## config.mk

```make
export PLATFORM = sky130hd
export DESIGN_NAME = uart_regbank
export DESIGN_NICKNAME = d
export VERILOG_FILES = /design/src/rtl/uart_regbank_pkg.sv /design/src/rtl/uart_addr_dec.sv /design/src/rtl/uart_tx_fsm.sv /design/src/rtl/uart_rx_capture.sv /design/src/rtl/uart_regbank.sv
export SDC_FILE = /design/constraint.sdc
export NUM_CORES = 1
export LEC_CHECK = 0
export BUFFER_PORTS_ARGS = -buffer_cell sky130_fd_sc_hd__buf_4
export CORE_ASPECT_RATIO = 1.5
export CORE_UTILIZATION = 40
export DETAILED_ROUTE_END_ITERATION = 6
export PLACE_DENSITY = 0.6
export SLEW_MARGIN = 20
export SYNTH_ARGS = -nofsm -noshare
export SYNTH_HDL_FRONTEND = slang
export SYNTH_SLANG_ARGS = --single-unit
```

## constraint.sdc

```tcl
create_clock -name clk -period 1.5 [get_ports clk]
set_input_delay 0.075 -clock clk [delete_from_list [all_inputs] [get_ports clk]]
set_output_delay 0.075 -clock clk [all_outputs]
set_load 0.01 [all_outputs]
```

## src/rtl/uart_regbank_pkg.sv

```systemverilog
package uart_regbank_pkg;

    localparam int REG_W = 8;
    localparam int NUM_REGS = 8;
    localparam int IDX_W = $clog2(NUM_REGS);

    // register index = address bits [4:2]; order matters to software
    typedef enum logic [2:0] {
        RG_DATA  = 3'd0,
        RG_IEN   = 3'd1,
        RG_IID   = 3'd2,
        RG_LCTL  = 3'd3,
        RG_MCTL  = 3'd4,
        RG_LSTAT = 3'd5,
        RG_MSTAT = 3'd6,
        RG_DIV   = 3'd7
    } reg_idx_e;

    localparam int IEN_RX_BIT = 0;
    localparam int IEN_TX_BIT = 1;
    localparam int LS_RX_BIT  = 0;
    localparam int LS_TX_BIT  = 5;

    localparam logic [REG_W-1:0] IID_TX_CODE = 8'h02;
    localparam logic [REG_W-1:0] IID_RX_CODE = 8'h04;
    localparam logic [REG_W-1:0] LS_RESET    = 8'h20;

    typedef enum logic [1:0] {
        TX_IDLE,
        TX_OFFER,
        TX_FLIGHT
    } tx_state_e;

    function automatic logic [REG_W-1:0] word_mask(input logic [1:0] len);
        logic [REG_W-1:0] m;
        unique case (len)
            2'b00: m = 8'h1F;
            2'b01: m = 8'h3F;
            2'b10: m = 8'h7F;
            default: m = 8'hFF;
        endcase
        return m;
    endfunction

endpackage

```

## src/rtl/uart_addr_dec.sv

```systemverilog
module uart_addr_dec
    import uart_regbank_pkg::*;
#(
    parameter int ADDR_W = 5
) (
    input  logic              bus_sel,
    input  logic              bus_we,
    input  logic [ADDR_W-1:0] bus_addr,
    output logic [NUM_REGS-1:0] wr_hit,
    output logic [NUM_REGS-1:0] rd_hit,
    output logic [IDX_W-1:0]  reg_idx,
    output logic              mapped,
    output logic              err
);
    logic upper_clear;

    generate
        if (ADDR_W > 5) begin : g_wide
            assign upper_clear = (bus_addr[ADDR_W-1:5] == '0);
        end else begin : g_narrow
            assign upper_clear = 1'b1;
        end
    endgenerate

    assign reg_idx = bus_addr[4:2];
    assign mapped  = upper_clear && (bus_addr[1:0] == 2'b00);
    assign err     = bus_sel && !mapped;

    generate
        for (genvar g = 0; g < NUM_REGS; g++) begin : g_hit
            assign wr_hit[g] = bus_sel && mapped &&  bus_we && (reg_idx == IDX_W'(g));
            assign rd_hit[g] = bus_sel && mapped && !bus_we && (reg_idx == IDX_W'(g));
        end
    endgenerate

endmodule

```

## src/rtl/uart_tx_fsm.sv

```systemverilog
module uart_tx_fsm
    import uart_regbank_pkg::*;
(
    input  logic clk,
    input  logic rst_n,
    input  logic hold_wr,
    input  logic xmit_ready,
    input  logic xmit_done,
    output logic offer,
    output logic complete
);
    tx_state_e state_q, state_n;
    logic      pend_q, pend_n;

    // state register
    always_ff @(posedge clk) begin
        if (!rst_n) begin
            state_q <= TX_IDLE;
            pend_q  <= 1'b0;
        end else begin
            state_q <= state_n;
            pend_q  <= pend_n;
        end
    end

    // next state
    always_comb begin
        state_n = state_q;
        pend_n  = pend_q;
        unique case (state_q)
            TX_IDLE: begin
                if (hold_wr) state_n = TX_OFFER;
            end
            TX_OFFER: begin
                if (xmit_ready) begin
                    state_n = TX_FLIGHT;
                    pend_n  = hold_wr;
                end
            end
            TX_FLIGHT: begin
                if (xmit_done) begin
                    state_n = (pend_q || hold_wr) ? TX_OFFER : TX_IDLE;
                    pend_n  = 1'b0;
                end else if (hold_wr) begin
                    pend_n = 1'b1;
                end
            end
            default: begin
                state_n = TX_IDLE;
                pend_n  = 1'b0;
            end
        endcase
    end

    // outputs
    always_comb begin
        offer    = 1'b0;
        complete = 1'b0;
        unique case (state_q)
            TX_IDLE:   ;
            TX_OFFER:  offer = 1'b1;
            TX_FLIGHT: complete = xmit_done && !pend_q && !hold_wr;
            default:   ;
        endcase
    end

endmodule

```

## src/rtl/uart_rx_capture.sv

```systemverilog
module uart_rx_capture
    import uart_regbank_pkg::*;
(
    input  logic             clk,
    input  logic             rst_n,
    input  logic             rx_valid,
    input  logic [REG_W-1:0] rx_data,
    output logic [REG_W-1:0] rbr,
    output logic             arrive
);
    always_ff @(posedge clk) begin
        if (!rst_n)        rbr <= '0;
        else if (rx_valid) rbr <= rx_data;
    end

    assign arrive = rx_valid;

endmodule

```

## src/rtl/uart_regbank.sv

```systemverilog
module uart_regbank
    import uart_regbank_pkg::*;
#(
    parameter int ADDR_W = 5,
    parameter int DATA_W = 32
) (
    input  logic              clk,
    input  logic              rst_n,
    input  logic              bus_sel,
    input  logic              bus_we,
    input  logic [ADDR_W-1:0] bus_addr,
    input  logic [DATA_W-1:0] bus_wdata,
    output logic [DATA_W-1:0] bus_rdata,
    output logic              bus_err,
    output logic              tx_valid,
    output logic [7:0]        tx_data,
    input  logic              tx_ready,
    input  logic              tx_done,
    input  logic              rx_valid,
    input  logic [7:0]        rx_data,
    output logic              irq
);
    logic [NUM_REGS-1:0] wr_hit, rd_hit;
    logic [IDX_W-1:0]    reg_idx;
    logic                mapped;
    logic                tx_complete, rx_arrive;
    logic [REG_W-1:0]    wbyte;
    logic [REG_W-1:0]    rbr_q;

    logic [REG_W-1:0] thr_q, ier_q, iir_q, lcr_q, mcr_q, lsr_q, msr_q, div_q;
    logic [REG_W-1:0] iir_n, lsr_n;
    logic             irq_q, irq_n;
    logic [REG_W-1:0] rd_byte;

    assign wbyte = bus_wdata[REG_W-1:0];

    uart_addr_dec #(.ADDR_W(ADDR_W)) u_dec (
        .bus_sel (bus_sel),
        .bus_we  (bus_we),
        .bus_addr(bus_addr),
        .wr_hit  (wr_hit),
        .rd_hit  (rd_hit),
        .reg_idx (reg_idx),
        .mapped  (mapped),
        .err     (bus_err)
    );

    uart_tx_fsm u_tx (
        .clk       (clk),
        .rst_n     (rst_n),
        .hold_wr   (wr_hit[RG_DATA]),
        .xmit_ready(tx_ready),
        .xmit_done (tx_done),
        .offer     (tx_valid),
        .complete  (tx_complete)
    );

    uart_rx_capture u_rx (
        .clk     (clk),
        .rst_n   (rst_n),
        .rx_valid(rx_valid),
        .rx_data (rx_data),
        .rbr     (rbr_q),
        .arrive  (rx_arrive)
    );

    // plain storage registers
    always_ff @(posedge clk) begin
        if (!rst_n) begin
            thr_q <= '0;
            ier_q <= '0;
            lcr_q <= '0;
            mcr_q <= '0;
            msr_q <= '0;
            div_q <= '0;
        end else begin
            if (wr_hit[RG_DATA])  thr_q <= wbyte;
            if (wr_hit[RG_IEN])   ier_q <= wbyte;
            if (wr_hit[RG_LCTL])  lcr_q <= wbyte;
            if (wr_hit[RG_MCTL])  mcr_q <= wbyte;
            if (wr_hit[RG_MSTAT]) msr_q <= wbyte;
            if (wr_hit[RG_DIV])   div_q <= wbyte;
        end
    end

    // status, identification and interrupt: bus first, hardware events last
    always_comb begin
        lsr_n = lsr_q;
        iir_n = iir_q;
        irq_n = irq_q;

        if (wr_hit[RG_LSTAT]) lsr_n = wbyte;
        if (wr_hit[RG_IID])   iir_n = wbyte;

        if (wr_hit[RG_DATA]) begin
            lsr_n[LS_TX_BIT]  = 1'b0;
            iir_n[IEN_TX_BIT] = 1'b0;
        end
        if (rd_hit[RG_DATA]) lsr_n[LS_RX_BIT] = 1'b0;

        if (wr_hit[RG_IEN]) begin
            if (!wbyte[IEN_TX_BIT]) begin
                irq_n = 1'b0;
            end else if (lsr_q[LS_TX_BIT]) begin
                iir_n[IEN_TX_BIT] = 1'b1;
                irq_n = 1'b1;
            end
        end

        if (tx_complete) begin
            lsr_n[LS_TX_BIT] = 1'b1;
            iir_n = IID_TX_CODE;
            if (ier_q[IEN_TX_BIT]) irq_n = 1'b1;
        end

        if (rx_arrive) begin
            lsr_n[LS_RX_BIT] = 1'b1;
            if (ier_q[IEN_RX_BIT]) begin
                iir_n = IID_RX_CODE;
                irq_n = 1'b1;
            end
        end
    end

    always_ff @(posedge clk) begin
        if (!rst_n) begin
            lsr_q <= LS_RESET;
            iir_q <= '0;
            irq_q <= 1'b0;
        end else begin
            lsr_q <= lsr_n;
            iir_q <= iir_n;
            irq_q <= irq_n;
        end
    end

    // read mux
    always_comb begin
        rd_byte = '0;
        if (bus_sel && mapped && !bus_we) begin
            unique case (reg_idx_e'(reg_idx))
                RG_DATA:  rd_byte = rbr_q;
                RG_IEN:   rd_byte = ier_q;
                RG_IID:   rd_byte = iir_q;
                RG_LCTL:  rd_byte = lcr_q;
                RG_MCTL:  rd_byte = mcr_q;
                RG_LSTAT: rd_byte = lsr_q;
                RG_MSTAT: rd_byte = msr_q;
                RG_DIV:   rd_byte = div_q;
                default:  rd_byte = '0;
            endcase
        end
    end

    assign bus_rdata = {{(DATA_W-REG_W){1'b0}}, rd_byte};
    assign tx_data   = thr_q & word_mask(lcr_q[1:0]);
    assign irq       = irq_q;

endmodule

```

==> run_results.csv, run 1 <==
group,metric,value,unit
clock_network,cts_root_buffer,"clkbuf_16",
power_and_ir_drop,ir_worst_vdd,0.618,mV
finish,nets,559,
finish,diodes,0,
timing,rsz0062_at_grt,"yes",
route,vias,3225,
critical_path,cp.required,1.42,ns
route,drtPass1Iterations,4,
synthesis,seq_area_frac_synth,0.391,
critical_path,cp-start-kind,"register",
clock_network,numCtsBuffers,9,
critical_path,crit_fanout,2,
critical_path,arrival,1.60,ns
job,drv_cap,0,
clock_network,cts_sinks,76,
timing,setup_viol,7,
grt,grt_pass1_wl,15600,microns
timing,finalMaxSlewViolations,0,
die,dieHeight,123,microns
synthesis,postSynthCellCount,428,
synthesis,synth_simple_gate_area_frac,0.176,
placed_design,place.gp.congestion,0.794,
hold_path,hold_class,"primary input to register",
run_status,violations,"negative setup slack",
clock_network,clk_latency,0.35,ns
finish,design_area,5110,sq um
synthesis,syn_area_per_cell,9.10,sq um
synthesis,ys.flop_type,"dfxtp_1",
synthesis,synth_edf_count,0,
die,core_region_area,9360,sq um
timing,finalCritPeriodShare,1.12,
timing,worst_clock_skew,0.00544,ns
placed_design,placed_area,4560,sq um
synthesis,synth_compound_area_frac,0.101,
synthesis,synth_mux_area_frac,0.210,
die,pin_count,95,
die,start_util,0.416,
synthesis,yosysTopAreaCellShare,0.391,
timing,min_period,1.67,ns
synthesis,synthTopCellsByArea,"dfxtp_1 (39%), mux2i_1 (19%), nor2_1 (6.8%), buf_4 (5.6%), nand2_1 (2.6%)",
critical_path,r2r_slack,0.12,ns
synthesis,yosys.cell_types.count,49,
synthesis,synth_area,3890,sq um
timing,final.setup.tns,-0.693,ns
grt,grt_pass1_vias,3070,
critical_path,end_kind,"output pin",
die,die_area,10100,sq um
die,die_w,82.6,microns
timing,hold_viol,0,
clock_network,h-tree-depth,3,
grt,antenna_found_initial,0,
synthesis,yosysTopAreaCell,"dfxtp_1",
timing,fin_ws,-0.173,ns
run_status,status,"finished, violations left",
grt,grt_usage,0.215,
grt,grt_max_degree,26,
placed_design,post-dp-hpwl,7090,microns
route,wirelength,10200,microns
power_and_ir_drop,leakagePower,2.28,nW
grt,grt_overflow,0,
synthesis,async_reset_ff_frac,0,
route,avgViaCountPerCell,5.20,
finish,drive_above_1_share,0.313,
route,drt_iter0_drc,207,
die,core.rowCount,43,
timing,whs,0.0206,ns
clock_network,ctsLongestPathBuffers,2,
placed_design,post-place-ws,-0.0531,ns
placed_design,dp_cells,596,
clock_network,clkSlewWorstSetupHoldPaths,0.07,ns
clock_network,cts_tree,"yes",
synthesis,synth-xor-area-share,0,
placed_design,portBuffers,46,
synthesis,ys_warn_count,0,
finish,stdcell_count,620,
synthesis,synth_top_family_by_area,"multiplexers",
route,ant_nets,0,
critical_path,critical_path_class,"register to output pin",
synthesis,synthAdderAreaFrac,0.0128,
power_and_ir_drop,power_density,960,nW/um^2
route,routedWlPerCell,16.4,microns
timing,fmax,598,MHz
route,post-route-drc-count,0,
finish,synthToLayoutAreaGrowth,31.1,%
synthesis,synth_seq_cells,76,
final cells by class:
type | instances | area (sq um)
inverter | 13 | 48.8
tap | 112 | 140
timing repair buffer | 104 | 896
multi-input combinational | 299 | 2190
sequential | 76 | 1540
clock buffer | 9 | 225
clock inverter | 7 | 75.1
fill | 876 | 4250
synthesized netlist by cell type (all sizes together), types with 2 or more instances:
cell / count
o21a: 4
clkbuf: 19
a221oi: 8
inv: 13
a21oi: 14
nand2: 27
a211oi: 2
ha: 4
nor2b: 9
a22o: 3
nor3: 10
and3: 2
a311oi: 2
buf: 44
mux4: 3
mux2i: 74
o21ai: 5
a221o: 2
dfxtp: 76
o2bb2ai: 2
a31oi: 3
or3: 2
nand2b: 4
nand3: 8
nor2: 72
sequential cells by signal (all words and copies together) (netlist names):
| signal | count |
|---|---|
| ier_q | 8 |
| lsr_q | 8 |
| div_q | 8 |
| u_tx.state_q | 2 |
| msr_q | 8 |
| thr_q | 8 |
| u_rx.rbr | 8 |
| u_tx.pend_q | 1 |
| lcr_q | 8 |
| iir_q | 8 |
| mcr_q | 8 |
| irq | 1 |
logic make-up after synthesis:
logic type / Yosys count
simple gates: 140
mux: 78
buf+inv: 76
flops: 76
compound gates: 53
fa+ha+maj: 4
other cells: 1
worst max-delay path, stage by stage (launching register included):
cell     delay, ns
dfxtp_2       0.32
mux4_2        0.48
a21oi_2       0.14
buf_4         0.15
nor3_4        0.04
buf_6         0.12
power by group:
part           switching (mW)  internal [mW]
Clock                   0.916           1.30
Sequential             0.0220           2.05
Combinational           0.335          0.279
Total                    1.27           3.63
final timing paths:
check	from	to	depth (start not counted)
worst min register to register	thr_q[1]$_SDFFE_PN0P_	thr_q[1]$_SDFFE_PN0P_	2
worst min-delay path	bus_wdata[5]	thr_q[5]$_SDFFE_PN0P_	3
worst max-delay path	div_q[5]$_SDFFE_PN0P_	bus_rdata[5]	5
worst max register to register	u_tx.state_q[1]$_SDFFE_PN0P_	u_tx.state_q[0]$_SDFFE_PN0P_	5
timing repair:
action,4_1_cts,5_1_grt
pin swaps,5,10
setup buffers,1,0
hold buffers,8,0
hold endpoints to repair,8,0
gates resized for setup,12,31
endpoints found under the setup margin,7,12
through the flow:
stage / power, mW / util
global route: 5.07 / 0.546
finish: 4.90 / 0.546
global placement: 2.67 / 0.487
CTS: 4.90 / 0.534
detailed placement: 2.68 / 0.487
floorplan: 2.50 / -
placed cells by master (no fill, tap or decap), drive strengths merged, types with 2 or more instances in the layout:
| master | synthesis | layout |
|---|---|---|
| nand2b | 4 | 4 |
| dfxtp | 76 | 76 |
| a31oi | 3 | 3 |
| and3 | 2 | 2 |
| nand3 | 8 | 8 |
| a311oi | 2 | 2 |
| mux4 | 3 | 3 |
| nor2b | 9 | 9 |
| a221o | 2 | 2 |
| mux2i | 74 | 74 |
| a211oi | 2 | 2 |
| clkinvlp | 0 | 3 |
| nor2 | 72 | 72 |
| o21ai | 5 | 5 |
| o21a | 4 | 4 |
| or3 | 2 | 2 |
| dlygate4sd3 | 0 | 8 |
| conb | 1 | 24 |
| ha | 4 | 4 |
| inv | 13 | 15 |
| a21oi | 14 | 14 |
| buf | 44 | 96 |
| nand2 | 27 | 27 |
| clkbuf | 19 | 9 |
| a22o | 3 | 3 |
| o2bb2ai | 2 | 2 |
| nor3 | 10 | 10 |
| a221oi | 8 | 8 |
per-layer routing:
metal	routed length [microns]	vias up	global-route usage
met2	5340	100	0.365
met5	0	-	0
met3	408	16	0.0446
met1	4130	1536	0.251
li1	-	1573	-
met4	278	0	0.106
Note: power is estimated with default switching activity, not from simulation.
==> run 2: changes to the inputs <==
ABC_AREA = 1   (was unset)
==> run_results.csv, run 2 <==
group,metric,value,unit
run_status,status,"complete, no violations",
power_and_ir_drop,clkPwrFrac,0.435,
grt,grt_usage,0.216,
power_and_ir_drop,switching_share,0.248,
timing,finalCritPeriodShare,0.978,
grt,grt_pass1_vias,3162,
synthesis,synth_edf_count,0,
route,routedWlPerCell,14.1,microns
clock_network,cts_sinks,76,
die,core_region_area,8830,sq um
power_and_ir_drop,leakagePower,2.03,nW
grt,antenna_found_initial,0,
synthesis,synth.top_cells.by_count,"o21ai_0 (81), dfxtp_1 (76), nand2_1 (76)",
synthesis,yosysTopAreaCellShare,0.419,
critical_path,arrival,1.39,ns
timing,finalMaxSlewViolations,0,
finish,mostFrequentLayoutCell,"o21ai_0",
route,post-route-drc-count,0,
power_and_ir_drop,p_total,4.90,mW
timing,setup_viol,0,
critical_path,startpoint,"iir_q[3]$_SDFF_PN0_",
critical_path,critical_path_class,"register to output pin",
synthesis,synthTopCellsByArea,"dfxtp_1 (42%), o21ai_0 (11%), a21oi_1 (9.1%), nand2_1 (7.9%), buf_4 (6.8%)",
route,ant_nets,0,
synthesis,ys.flop_type,"dfxtp_1",
timing,rsz0062_at_grt,"no",
synthesis,yosys.cell_types.count,31,
grt,grt_pass1_wl,15400,microns
die,core.rowCount,42,
synthesis,synth_seq_cells,76,
clock_network,cts_tree,"yes",
synthesis,postSynthCellCount,501,
placed_design,post-place-ws,0.101,ns
synthesis,synth.most_common_cell,"o21ai_0",
clock_network,cts_setup_buffers,0,
power_and_ir_drop,combPwrFrac,0.131,
route,wirelength,9600,microns
die,pin_count,95,
power_and_ir_drop,power_density,1090,nW/um^2
grt,grt_max_degree,41,
clock_network,cts_root_buffer,"clkbuf_16",
synthesis,synth_area,3630,sq um
die,dieHeight,119,microns
finish,layout_common_cells,"o21ai_0 (81), nand2_1 (76), dfxtp_1 (76)",
critical_path,slowest_delay,0.33,ns
hold_path,worstHoldStart,"bus_wdata[0]",
critical_path,critPathTopFamily,"compound AO/OA/AOI/OAI gates",
clock_network,clkSlewWorstSetupHoldPaths,0.05,ns
timing,hold_viol,0,
timing,final.setup.tns,0,ns
power_and_ir_drop,internal-power,3.69,mW
clock_network,clk_latency,0.34,ns
route,vias,3364,
critical_path,path_cells,"inv_1 > o211ai_1 > nor2_1 > a21boi_1 > buf_4",
critical_path,end_kind,"output pin",
die,start_util,0.412,
timing,fmax,682,MHz
critical_path,crit_buf_inv,2,
critical_path,r2r_slack,0.15,ns
placed_design,post-dp-hpwl,7150,microns
timing,worst_clock_skew,0.00370,ns
critical_path,r2r_start,"u_tx.state_q[0]$_SDFFE_PN0P_",
power_and_ir_drop,p_sw,1.22,mW
route,drtPass1Iterations,4,
grt,grt_overflow,0,
finish,num-fill-cells,883,
finish,diodes,0,
route,drt_iter0_drc,199,
clock_network,ctsLongestPathBuffers,2,
timing,min_period,1.47,ns
finish,nets,623,
clock_network,h-tree-depth,3,
power_and_ir_drop,ir_worst_vdd,0.821,mV
timing,fin_ws,0.0329,ns
die,die_w,79.8,microns
synthesis,async_reset_ff_frac,0,
synthesis,yosysTopAreaCell,"dfxtp_1",
die,die_area,9480,sq um
clock_network,numCtsBuffers,9,
critical_path,cp.required,1.42,ns
job,drv_cap,0,
synthesis,syn_area_per_cell,7.25,sq um
route,avgViaCountPerCell,4.93,
placed_design,portBuffers,46,
finish,drive_above_1_share,0.175,
critical_path,cp-start-kind,"register",
power_and_ir_drop,seqPwrFrac,0.433,
hold_path,hold_class,"primary input to register",
critical_path,crit_slowest_cell,"dfxtp_1",
placed_design,place.gp.congestion,0.850,
synthesis,ys_warn_count,0,
synthesis,seq_area_frac_synth,0.419,
critical_path,crit_fanout,2,
finish,synthToLayoutAreaGrowth,23.4,%
==> run 2: cell count changes in the layout (fill, tap and decap cells not counted), moves of 7 or more <==
cell,delta
a21oi_1,+55
buf_4,-17
dfxtp_1,+12
dfxtp_2,-12
inv_1,+35
mux2i_1,-74
nand2_1,+49
nor2_1,-16
nor2b_1,-7
o21ai_0,+79
==> run 2: final cells by class <==
cell class | count | area, sq um | area share
multi-input cells | 352 | 1700 | 0.378
well taps | 110 | 138 | 0.0307
repair buffers | 80 | 646 | 0.144
inverters | 48 | 180 | 0.0402
flip-flops and latches | 76 | 1520 | 0.339
clock buffers | 16 | 302 | 0.0673
==> run 2: logic make-up (layout without fill, tap and decap cells) <==
kind of cell	Yosys count	in the layout	synth area share
AO/OA/AOI/OAI	164	164	0.235
adder cells (fa/ha/maj)	4	4	0.0138
buffers and inverters	96	144	0.139
flip-flops	76	76	0.419
other	1	24	0.00103
AND/OR/NAND/NOR	160	160	0.192
==> run 2: tightest hold or removal path: cells and delay by family <==
| kind | cells | cell delay [ns] |
|---|---|---|
| AO/OA/AOI/OAI | 2 | 0.18 |
| buffers and inverters | 1 | 0.08 |
==> run 2: path summary, 6_finish.rpt <==
check / endpoint / depth (start not counted)
max: bus_rdata[3] / 5
min: lsr_q[0]$_SDFFE_PN0P_ / 3
max reg2reg: u_tx.state_q[1]$_SDFFE_PN0P_ / 7
min reg2reg: lsr_q[2]$_SDFFE_PN0P_ / 2
==> run 2: metrics by stage <==
| step | util | area [sq um] | cells | hold slack [ns] |
|---|---|---|---|---|
| 6_report | 0.508 | 4480 | 682 | 0.0493 |
| 3_3_place_gp | 0.464 | 4100 | 658 | 0.297 |
| 3_5_place_dp | 0.464 | 4100 | 658 | 0.302 |
| 2_1_floorplan | - | 3720 | 524 | 0.210 |
| 4_1_cts | 0.508 | 4480 | 682 | 0.0336 |
| 5_1_grt | 0.508 | 4480 | 682 | 0.0709 |
==> run 2: timing repair <==
item | CTS | global route
hold endpoints to repair | 8 | 0
hold buffers | 8 | 0
gates resized for setup | 2 | 0
setup endpoints to repair | 2 | 0
==> run 2: per-layer routing <==
metal / vias to the layer above / GRT usage / wire length (microns) / part of all wire
met2: 98 / 0.373 / 4900 / 0.51
met4: 0 / 0.124 / 312 / 0.033
met1: 1522 / 0.247 / 4010 / 0.42
li1: 1723 / - / - / -
met5: - / 0 / 0 / 0
met3: 21 / 0.0309 / 378 / 0.039
==> run 2: power by group through the flow <==
stage / clock network [mW] / registers, mW / logic [mW]
CTS: 2.17 / 2.12 / 0.648
finish: 2.13 / 2.12 / 0.645
global route: 2.23 / 2.13 / 0.738
global placement: 0 / 2.16 / 0.617
floorplan: 0 / 2.16 / 0.454
detailed placement: 0 / 2.17 / 0.628
